--- src/rtl/conv_seq_pkg.sv ---
// Shared constants, types and the sample-time lookup for the conversion
// sequencer. Time is counted in half converter cycles.
package conv_seq_pkg;

    localparam int RES_W     = 12;   // converter code width
    localparam int OUT_W     = 16;   // result field width
    localparam int CH_W      = 5;    // channel number width
    localparam int SMP_W     = 3;    // sample-time code width
    localparam int HALF_W    = 9;    // width of a half-cycle count
    localparam int CONV_HALF = 25;   // 12.5 converter cycles

    typedef enum logic [1:0] {
        PH_IDLE = 2'd0,
        PH_SAMP = 2'd1,
        PH_CONV = 2'd2
    } phase_e;

    typedef enum logic [1:0] {
        PICK_NONE   = 2'd0,
        PICK_INJ    = 2'd1,
        PICK_REG_GO = 2'd2,
        PICK_REG_NW = 2'd3
    } pick_e;

    // Half-cycle count of each sample code (n.5 cycles -> 2n+1 halves).
    function automatic logic [HALF_W-1:0] smp_half(input logic [SMP_W-1:0] code);
        logic [HALF_W-1:0] h;
        case (code)
            3'd0:    h = HALF_W'(3);
            3'd1:    h = HALF_W'(15);
            3'd2:    h = HALF_W'(27);
            3'd3:    h = HALF_W'(57);
            3'd4:    h = HALF_W'(83);
            3'd5:    h = HALF_W'(111);
            3'd6:    h = HALF_W'(143);
            default: h = HALF_W'(479);
        endcase
        return h;
    endfunction

endpackage

--- src/rtl/conv_slot_pick.sv ---
// Selects the channel number held in one slot of a packed slot list.
// Assumes idx is below SLOTS; purely combinational.
module conv_slot_pick #(
    parameter int SLOTS = 16,
    parameter int CH_W  = 5,
    localparam int IDX_W = $clog2(SLOTS)
) (
    input  logic [SLOTS*CH_W-1:0] slots,
    input  logic [IDX_W-1:0]      idx,
    output logic [CH_W-1:0]       chan
);

    logic [CH_W-1:0] tbl [SLOTS];

    // Unpack the slot list into an indexable table.
    for (genvar g = 0; g < SLOTS; g++) begin : g_unpack
        assign tbl[g] = slots[g*CH_W +: CH_W];
    end

    assign chan = tbl[idx];

endmodule

--- src/rtl/conv_phase_timer.sv ---
// Counts the sample phase (a per-conversion half-cycle count) and then the
// fixed conversion phase. 'done' is high in the last conversion clock.
// Assumes launch is only raised when idle or in the done cycle.
module conv_phase_timer
    import conv_seq_pkg::*;
#(
    parameter int CNT_W   = HALF_W,
    parameter int CONV_CT = CONV_HALF
) (
    input  logic             clk,
    input  logic             rst_n,
    input  logic             launch,
    input  logic [CNT_W-1:0] smp_half_in,
    output logic             sampling,
    output logic             converting,
    output logic             done
);

    phase_e           phase;
    logic [CNT_W-1:0] cnt;

    assign sampling   = (phase == PH_SAMP);
    assign converting = (phase == PH_CONV);
    assign done       = converting && (cnt == '0);

    // Phase and down-counter; a launch always wins and reloads the sample count.
    always_ff @(posedge clk) begin
        if (!rst_n) begin
            phase <= PH_IDLE;
            cnt   <= '0;
        end else if (launch) begin
            phase <= PH_SAMP;
            cnt   <= smp_half_in - 1'b1;
        end else begin
            case (phase)
                PH_SAMP: begin
                    if (cnt == '0) begin
                        phase <= PH_CONV;
                        cnt   <= CNT_W'(CONV_CT - 1);
                    end else begin
                        cnt <= cnt - 1'b1;
                    end
                end
                PH_CONV: begin
                    if (cnt == '0) phase <= PH_IDLE;
                    else           cnt   <= cnt - 1'b1;
                end
                default: phase <= PH_IDLE;
            endcase
        end
    end

    AST_LAUNCH_WHEN_FREE: assert property (@(posedge clk) disable iff (!rst_n)
        launch |-> (phase == PH_IDLE || done));

endmodule

--- src/rtl/conv_result_bank.sv ---
// Holds the shared regular result and one register per injected slot,
// applies alignment on write and raises the end-of-conversion pulses.
// Assumes at most one write per cycle.
module conv_result_bank #(
    parameter int RES_W = 12,
    parameter int OUT_W = 16,
    parameter int SLOTS = 4,
    localparam int IDX_W = $clog2(SLOTS),
    localparam int PAD_W = OUT_W - RES_W
) (
    input  logic                   clk,
    input  logic                   rst_n,
    input  logic                   wr_reg,
    input  logic                   wr_inj,
    input  logic [IDX_W-1:0]       wr_slot,
    input  logic [RES_W-1:0]       wr_code,
    input  logic                   left,
    output logic [OUT_W-1:0]       reg_data,
    output logic                   reg_eoc,
    output logic [SLOTS*OUT_W-1:0] inj_data,
    output logic                   inj_eoc
);

    logic [OUT_W-1:0] aligned;
    logic [OUT_W-1:0] inj_q [SLOTS];

    assign aligned = left ? {wr_code, {PAD_W{1'b0}}} : {{PAD_W{1'b0}}, wr_code};

    // Shared regular result and the two end pulses.
    always_ff @(posedge clk) begin
        if (!rst_n) begin
            reg_data <= '0;
            reg_eoc  <= 1'b0;
            inj_eoc  <= 1'b0;
        end else begin
            if (wr_reg) reg_data <= aligned;
            reg_eoc <= wr_reg;
            inj_eoc <= wr_inj && (wr_slot == IDX_W'(SLOTS - 1));
        end
    end

    for (genvar g = 0; g < SLOTS; g++) begin : g_inj
        // Per-slot injected result register.
        always_ff @(posedge clk) begin
            if (!rst_n)                                    inj_q[g] <= '0;
            else if (wr_inj && (wr_slot == IDX_W'(g)))     inj_q[g] <= aligned;
        end
        assign inj_data[g*OUT_W +: OUT_W] = inj_q[g];

        AST_OTHER_SLOT_HOLD: assert property (@(posedge clk) disable iff (!rst_n)
            (wr_inj && wr_slot != IDX_W'(g)) |=> $stable(inj_data[g*OUT_W +: OUT_W]));
    end

    AST_REG_EOC_PULSE: assert property (@(posedge clk) disable iff (!rst_n)
        reg_eoc |=> !reg_eoc);

endmodule

--- src/rtl/conv_sequencer.sv ---
// Top of the conversion sequencer. Arbitrates between the regular and the
// injected list at conversion boundaries, drives the converter core and
// routes results. Assumes configuration inputs are held stable while a
// sequence runs and that clk runs at twice the converter clock.
module conv_sequencer
    import conv_seq_pkg::*;
#(
    parameter int N_CH      = 18,
    parameter int REG_SLOTS = 16,
    parameter int INJ_SLOTS = 4,
    localparam int REG_IDX_W = $clog2(REG_SLOTS),
    localparam int INJ_IDX_W = $clog2(INJ_SLOTS)
) (
    input  logic                       clk,
    input  logic                       rst_n,
    input  logic [REG_SLOTS*CH_W-1:0]  cfg_reg_slots,
    input  logic [REG_IDX_W-1:0]       cfg_reg_len,
    input  logic [INJ_SLOTS*CH_W-1:0]  cfg_inj_slots,
    input  logic [INJ_IDX_W-1:0]       cfg_inj_len,
    input  logic [N_CH*SMP_W-1:0]      cfg_smp_codes,
    input  logic                       cfg_scan,
    input  logic                       cfg_cont,
    input  logic                       cfg_left,
    input  logic                       reg_trig,
    input  logic                       inj_trig,
    output logic [CH_W-1:0]            core_chan,
    output logic                       core_start,
    output logic                       core_sampling,
    input  logic [RES_W-1:0]           core_data,
    output logic [OUT_W-1:0]           reg_data,
    output logic                       reg_eoc,
    output logic [INJ_SLOTS*OUT_W-1:0] inj_data,
    output logic                       inj_eoc
);

    logic                 converting, done, free, launch, launch_inj;
    logic                 cur_inj, reg_active, reg_pend, inj_pend;
    logic [REG_IDX_W-1:0] cur_idx, reg_next;
    logic                 reg_act_nx, reg_last, inj_more, inj_take;
    logic [REG_IDX_W-1:0] reg_next_nx, reg_idx_nx;
    logic [INJ_IDX_W-1:0] inj_idx_nx;
    logic [CH_W-1:0]      reg_chan, inj_chan, nxt_chan;
    logic [SMP_W-1:0]     nxt_code;
    logic                 inj_go, reg_go;
    pick_e                pick;

    assign free     = (!core_sampling && !converting) || done;
    assign inj_go   = inj_pend || inj_trig;
    assign reg_go   = reg_pend || reg_trig;
    assign inj_more = done && cur_inj &&
                      (cur_idx[INJ_IDX_W-1:0] != INJ_IDX_W'(INJ_SLOTS - 1));
    assign reg_last = !cfg_scan || (cur_idx == cfg_reg_len);

    // Regular progress after the conversion that may be ending now.
    always_comb begin
        reg_act_nx  = reg_active;
        reg_next_nx = reg_next;
        if (done && !cur_inj) begin
            reg_act_nx  = reg_last ? cfg_cont : 1'b1;
            reg_next_nx = reg_last ? '0 : cur_idx + 1'b1;
        end
    end

    // Boundary arbitration: running injected run, new injected run, regular.
    always_comb begin
        pick       = PICK_NONE;
        inj_idx_nx = cur_idx[INJ_IDX_W-1:0] + 1'b1;
        if (free) begin
            if (inj_more) begin
                pick = PICK_INJ;
            end else if (inj_go) begin
                pick       = PICK_INJ;
                inj_idx_nx = INJ_IDX_W'(INJ_SLOTS - 1) - cfg_inj_len;
            end else if (reg_act_nx) begin
                pick = PICK_REG_GO;
            end else if (reg_go) begin
                pick = PICK_REG_NW;
            end
        end
    end

    assign launch     = (pick != PICK_NONE);
    assign launch_inj = (pick == PICK_INJ);
    assign inj_take   = free && !inj_more && inj_go;
    assign reg_idx_nx = (pick == PICK_REG_NW) ? '0 : reg_next_nx;

    conv_slot_pick #(.SLOTS(REG_SLOTS), .CH_W(CH_W)) i_reg_pick (
        .slots(cfg_reg_slots), .idx(reg_idx_nx), .chan(reg_chan));

    conv_slot_pick #(.SLOTS(INJ_SLOTS), .CH_W(CH_W)) i_inj_pick (
        .slots(cfg_inj_slots), .idx(inj_idx_nx), .chan(inj_chan));

    assign nxt_chan = launch_inj ? inj_chan : reg_chan;

    // Sample code of the chosen channel; out-of-range channels use code 0.
    always_comb begin
        nxt_code = '0;
        for (int c = 0; c < N_CH; c++) begin
            if (nxt_chan == CH_W'(c)) nxt_code = cfg_smp_codes[c*SMP_W +: SMP_W];
        end
    end

    conv_phase_timer #(.CNT_W(HALF_W), .CONV_CT(CONV_HALF)) i_timer (
        .clk(clk), .rst_n(rst_n), .launch(launch),
        .smp_half_in(smp_half(nxt_code)),
        .sampling(core_sampling), .converting(converting), .done(done));

    // Sequencing state, pending requests and the core-side strobe.
    always_ff @(posedge clk) begin
        if (!rst_n) begin
            core_start <= 1'b0;
            core_chan  <= '0;
            cur_inj    <= 1'b0;
            cur_idx    <= '0;
            reg_active <= 1'b0;
            reg_next   <= '0;
            inj_pend   <= 1'b0;
            reg_pend   <= 1'b0;
        end else begin
            core_start <= launch;
            if (launch) begin
                core_chan <= nxt_chan;
                cur_inj   <= launch_inj;
                cur_idx   <= launch_inj ? REG_IDX_W'(inj_idx_nx) : reg_idx_nx;
            end
            reg_active <= (pick == PICK_REG_NW) ? 1'b1 : reg_act_nx;
            reg_next   <= reg_next_nx;
            inj_pend   <= inj_take ? 1'b0 : inj_go;
            reg_pend   <= (pick == PICK_REG_NW) ? 1'b0 : reg_go;
        end
    end

    conv_result_bank #(.RES_W(RES_W), .OUT_W(OUT_W), .SLOTS(INJ_SLOTS)) i_bank (
        .clk(clk), .rst_n(rst_n),
        .wr_reg(done && !cur_inj), .wr_inj(done && cur_inj),
        .wr_slot(cur_idx[INJ_IDX_W-1:0]), .wr_code(core_data), .left(cfg_left),
        .reg_data(reg_data), .reg_eoc(reg_eoc), .inj_data(inj_data), .inj_eoc(inj_eoc));

    AST_START_PULSE: assert property (@(posedge clk) disable iff (!rst_n)
        core_start |=> !core_start);

    AST_PREEMPT_NEXT: assert property (@(posedge clk) disable iff (!rst_n)
        (done && !cur_inj && inj_pend) |=> (core_start && cur_inj));

    AST_PEND_KEPT: assert property (@(posedge clk) disable iff (!rst_n)
        reg_pend |=> (reg_pend || (core_start && !cur_inj)));

    AST_INJ_EOC_LAST: assert property (@(posedge clk) disable iff (!rst_n)
        inj_eoc |-> $past(cur_inj && cur_idx == REG_IDX_W'(INJ_SLOTS - 1)));

    AST_CHAN_HELD: assert property (@(posedge clk) disable iff (!rst_n)
        (converting && !done) |=> $stable(core_chan));

endmodule

--- config.mk ---
export PLATFORM = sky130hd
export DESIGN_NAME = conv_sequencer
export DESIGN_NICKNAME = d
export VERILOG_FILES = /design/src/rtl/conv_seq_pkg.sv /design/src/rtl/conv_slot_pick.sv /design/src/rtl/conv_phase_timer.sv /design/src/rtl/conv_result_bank.sv /design/src/rtl/conv_sequencer.sv
export SDC_FILE = /design/constraint.sdc
export NUM_CORES = 1
export LEC_CHECK = 0
export CAP_MARGIN = 20
export CELL_PAD_IN_SITES_DETAIL_PLACEMENT = 0
export CELL_PAD_IN_SITES_GLOBAL_PLACEMENT = 1
export CORE_ASPECT_RATIO = 1.1
export CORE_MARGIN = 2
export CORE_UTILIZATION = 42
export DETAILED_ROUTE_END_ITERATION = 8
export DONT_BUFFER_PORTS = 1
export PLACE_DENSITY_LB_ADDON = 0.1
export SLEW_MARGIN = 20
export SYNTH_ARGS = -nofsm -noshare
export SYNTH_HDL_FRONTEND = slang
export SYNTH_SLANG_ARGS = --single-unit
--- constraint.sdc ---
create_clock -name clk -period 3.9 [get_ports clk]
set_clock_uncertainty 0.15 [all_clocks]
set_input_delay 0.39 -clock clk [delete_from_list [all_inputs] [get_ports clk]]
set_output_delay 0.39 -clock clk [all_outputs]
set_load 0.02 [all_outputs]
==> results.py, run 1 <==
metrics = {
    "status": {
        "status": "complete, but fails checks",
        "failed_checks": "negative setup slack",
    },
    "clock_network": {
        "cts_tree": "built",
        "cts_buffers": 9,
        "clk_pin_slew_ps": 70,
        "insertion_delay_ps": 350,
        "clock_sinks": 111,
        "cts_max_level": 3,
        "root_buffer": "clkbuf_16",
        "clockBufferDepth": 2,
    },
    "flow_run": {
        "drv_cap": 0,
    },
    "critical_path": {
        "slowest_stage": "or4b_4",
        "crit_chain": "inv_2 > ha_4 > or4b_4 > o31ai_4 > buf_6 > buf_6 > buf_6 > o211a_1 > a2111oi_4 > o32ai_2 > o211a_2 > a211oi_4 > buf_4 > bufbuf_16 > and3_1 > o31ai_2 > o2111ai_2 > o21ai_4 > nand2_1 > o311a_1",
        "cp-end-kind": "flop",
        "cp_num_buf_inv": 6,
        "critical_path_class": "flop to flop",
        "cp-start-kind": "flop",
        "worstReg2RegStart": "i_timer.cnt[0]",
        "worstPathRequired_ps": 3990,
        "crit_start": "i_timer.cnt[0]",
        "critPathMaxStageDelay_ps": 550,
        "crit_path_frequent_cell": "buf_6",
        "cp.arrival_ps": 4620,
        "crit_family": "compound AO/OA/AOI/OAI gates",
        "path_max_fanout": 6,
    },
    "sta": {
        "hold_viol": 0,
        "setup_viol": 8,
        "fmax_mhz": 221,
        "grt_setup_unrepaired": "yes",
        "period_share": 1.16,
        "tightest_slew_ps": 785,
        "worst_slack_ps": -624,
        "drv_slew": 0,
        "tns_ps": -4440,
        "slew_headroom": 0.475,
        "whs_ps": 26.4,
        "finalCriticalPeriod_ps": 4520,
    },
    "yosys": {
        "synth.largest_area_cell": "edfxtp_1",
        "synth_fa_ha_area_frac": 0.0146,
        "yosys_warnings": 0,
        "synth_common_cells": "146 x nor2_1, 64 x edfxtp_1, 54 x nand2_1",
        "netlist_instances": 738,
        "synth.most_common_cell": "nor2_1",
        "synth_compound_area_frac": 0.224,
        "synth-seq-cells": 111,
        "netlist_top_cells_area": "edfxtp_1 28%, dfxtp_1 14%, nor2_1 8.0%, mux2i_1 5.3%, a21oi_1 3.0%",
        "syn_avg_cell_area_um2": 9.30,
        "yosys.area.top_type_share": 0.280,
        "synth_top_family_by_area": "compound AO/OA/AOI/OAI gates",
        "synth_xor_area_frac": 0.0113,
        "synth-edff-count": 64,
        "syn_area_um2": 6860,
        "netlist-cell-type-count": 92,
        "synthesis.nets": 925,
        "synthMuxAreaShare": 0.0640,
        "yosys.area_share.simple": 0.210,
        "yosysSeqAreaShare": 0.417,
        "synth_flop_cell": "edfxtp_1",
        "postSynth.asyncResetShare": 0,
    },
    "pwr": {
        "leakage_nw": 3.76,
        "ir_worst_vdd_mv": 0.235,
        "p_total_mw": 4.51,
        "p_per_area_nw_per_um2": 482,
    },
    "layout": {
        "antenna_cells": 0,
        "nets": 1089,
        "final_layout_size_suffix_gt1_frac": 0.379,
        "final_cells": 1111,
        "fin_area_um2": 9350,
        "syn2layout_area_growth_pct": 36.3,
        "postLayoutCoreUtil": 0.578,
    },
    "floorplanning": {
        "die_w_um": 126,
        "io_pins": 268,
        "row_count": 49,
        "die_height_um": 138,
        "initial_utilization": 0.424,
        "core-area_um2": 16200,
        "die-area_um2": 17400,
    },
    "detailed_routing": {
        "final_antenna_net_count": 0,
        "vias": 6430,
        "drc_errors": 0,
        "wl_per_cell_um": 21.0,
        "drt_iter0_drc": 346,
        "viasPerCell": 5.79,
        "dr.pass1.iters": 5,
        "drt_wl_total_mm": 23.4,
    },
    "global_routing": {
        "grt_max_degree": 21,
        "grt_util_all_layers": 0.260,
        "gr-total-overflow": 0,
        "grt_pass1_wl_mm": 35.8,
        "antenna_found_initial": 0,
        "grt_pass1_vias": 6625,
    },
    "placement": {
        "port-buffer-count": 0,
        "detailedPlacementHpwl_mm": 17.9,
        "dp_cells": 1057,
        "placed_area_um2": 8240,
        "pre_cts_slack_ps": -782,
        "gp_congestion": 0.919,
    },
    "worst_hold_path": {
        "hold_start": "rst_n",
        "min-delay-path-class": "primary input to flop",
    },
}
==> timing repair <==
action                     4_1_cts  5_1_grt
setup endpoints to repair        8        8
pin swaps                       42       13
setup buffers                   25        6
hold buffers                     0        2
hold endpoints to repair         0        1
cloned                           6        0
resized for setup               75       13
==> cells in the final DEF, fill, tap and decap left out, drive strengths merged, types with 17 or more instances in the layout <==
cell / count
dfxtp: 47
nor2: 149
mux2i: 36
nand2: 58
nand3: 17
o21ai: 17
buf: 194
a211oi: 19
edfxtp: 64
o211ai: 22
inv: 30
nor3: 18
a21oi: 41
==> power breakdown <==
part           internal (mW)  leakage [nW]  switching (mW)
sequential              1.33          1.04           0.122
clock                  0.450         0.145           0.449
combinational           1.09          2.57            1.08
==> cell families (layout without fill, tap and decap cells) <==
kind of cell	Yosys count	after routing
simple gates	304	304
mux	43	43
xor+xnor	8	8
compound gates	189	192
buf+inv	75	241
fa+ha+maj	8	8
flops	111	111
==> flip-flops by register name, indices dropped and copies added, names as in the netlist <==
name	count
i_timer.cnt	9
reg_pend	1
i_bank.inj_q	64
i_bank.inj_eoc	1
i_bank.reg_data	16
inj_pend	1
i_bank.reg_eoc	1
reg_active	1
cur_inj	1
reg_next	4
cur_idx	4
core_start	1
i_timer.phase	2
core_chan	5
==> layer usage <==
layer	part of all wire	vias to the layer above	track usage
met5	0	-	0
met4	0.028	0	0.102
met3	0.074	44	0.0658
met2	0.51	285	0.470
met1	0.39	3044	0.291
li1	-	3057	-
==> area by class of cell <==
class	count	area (um^2)
fillers	1459	6840
multi-input cells	555	4130
flip-flops and latches	111	2870
repair buffers	197	1700
well taps	204	255
clock buffers	9	225
inverters	28	105
clock inverters	7	67.6
==> path summary, 6_finish.rpt <==
kind / endpoint / slack (ps) / cells after the start
setup reg to reg: i_timer.cnt[1] / -620 / 20
setup / recovery: i_timer.cnt[1] / -620 / 20
hold / removal: i_timer.cnt[3] / 30 / 1
hold reg to reg: i_timer.phase[1] / 430 / 3
Power figures use the tool's default switching activity.
==> run 2, diff against run 1 <==
Settings changed: CTS_BUF_LIST from default to sky130_fd_sc_hd__clkbuf_16.
==> results of run 2 <==
No change in the layout: final DEF, timing and power equal those of run 1.
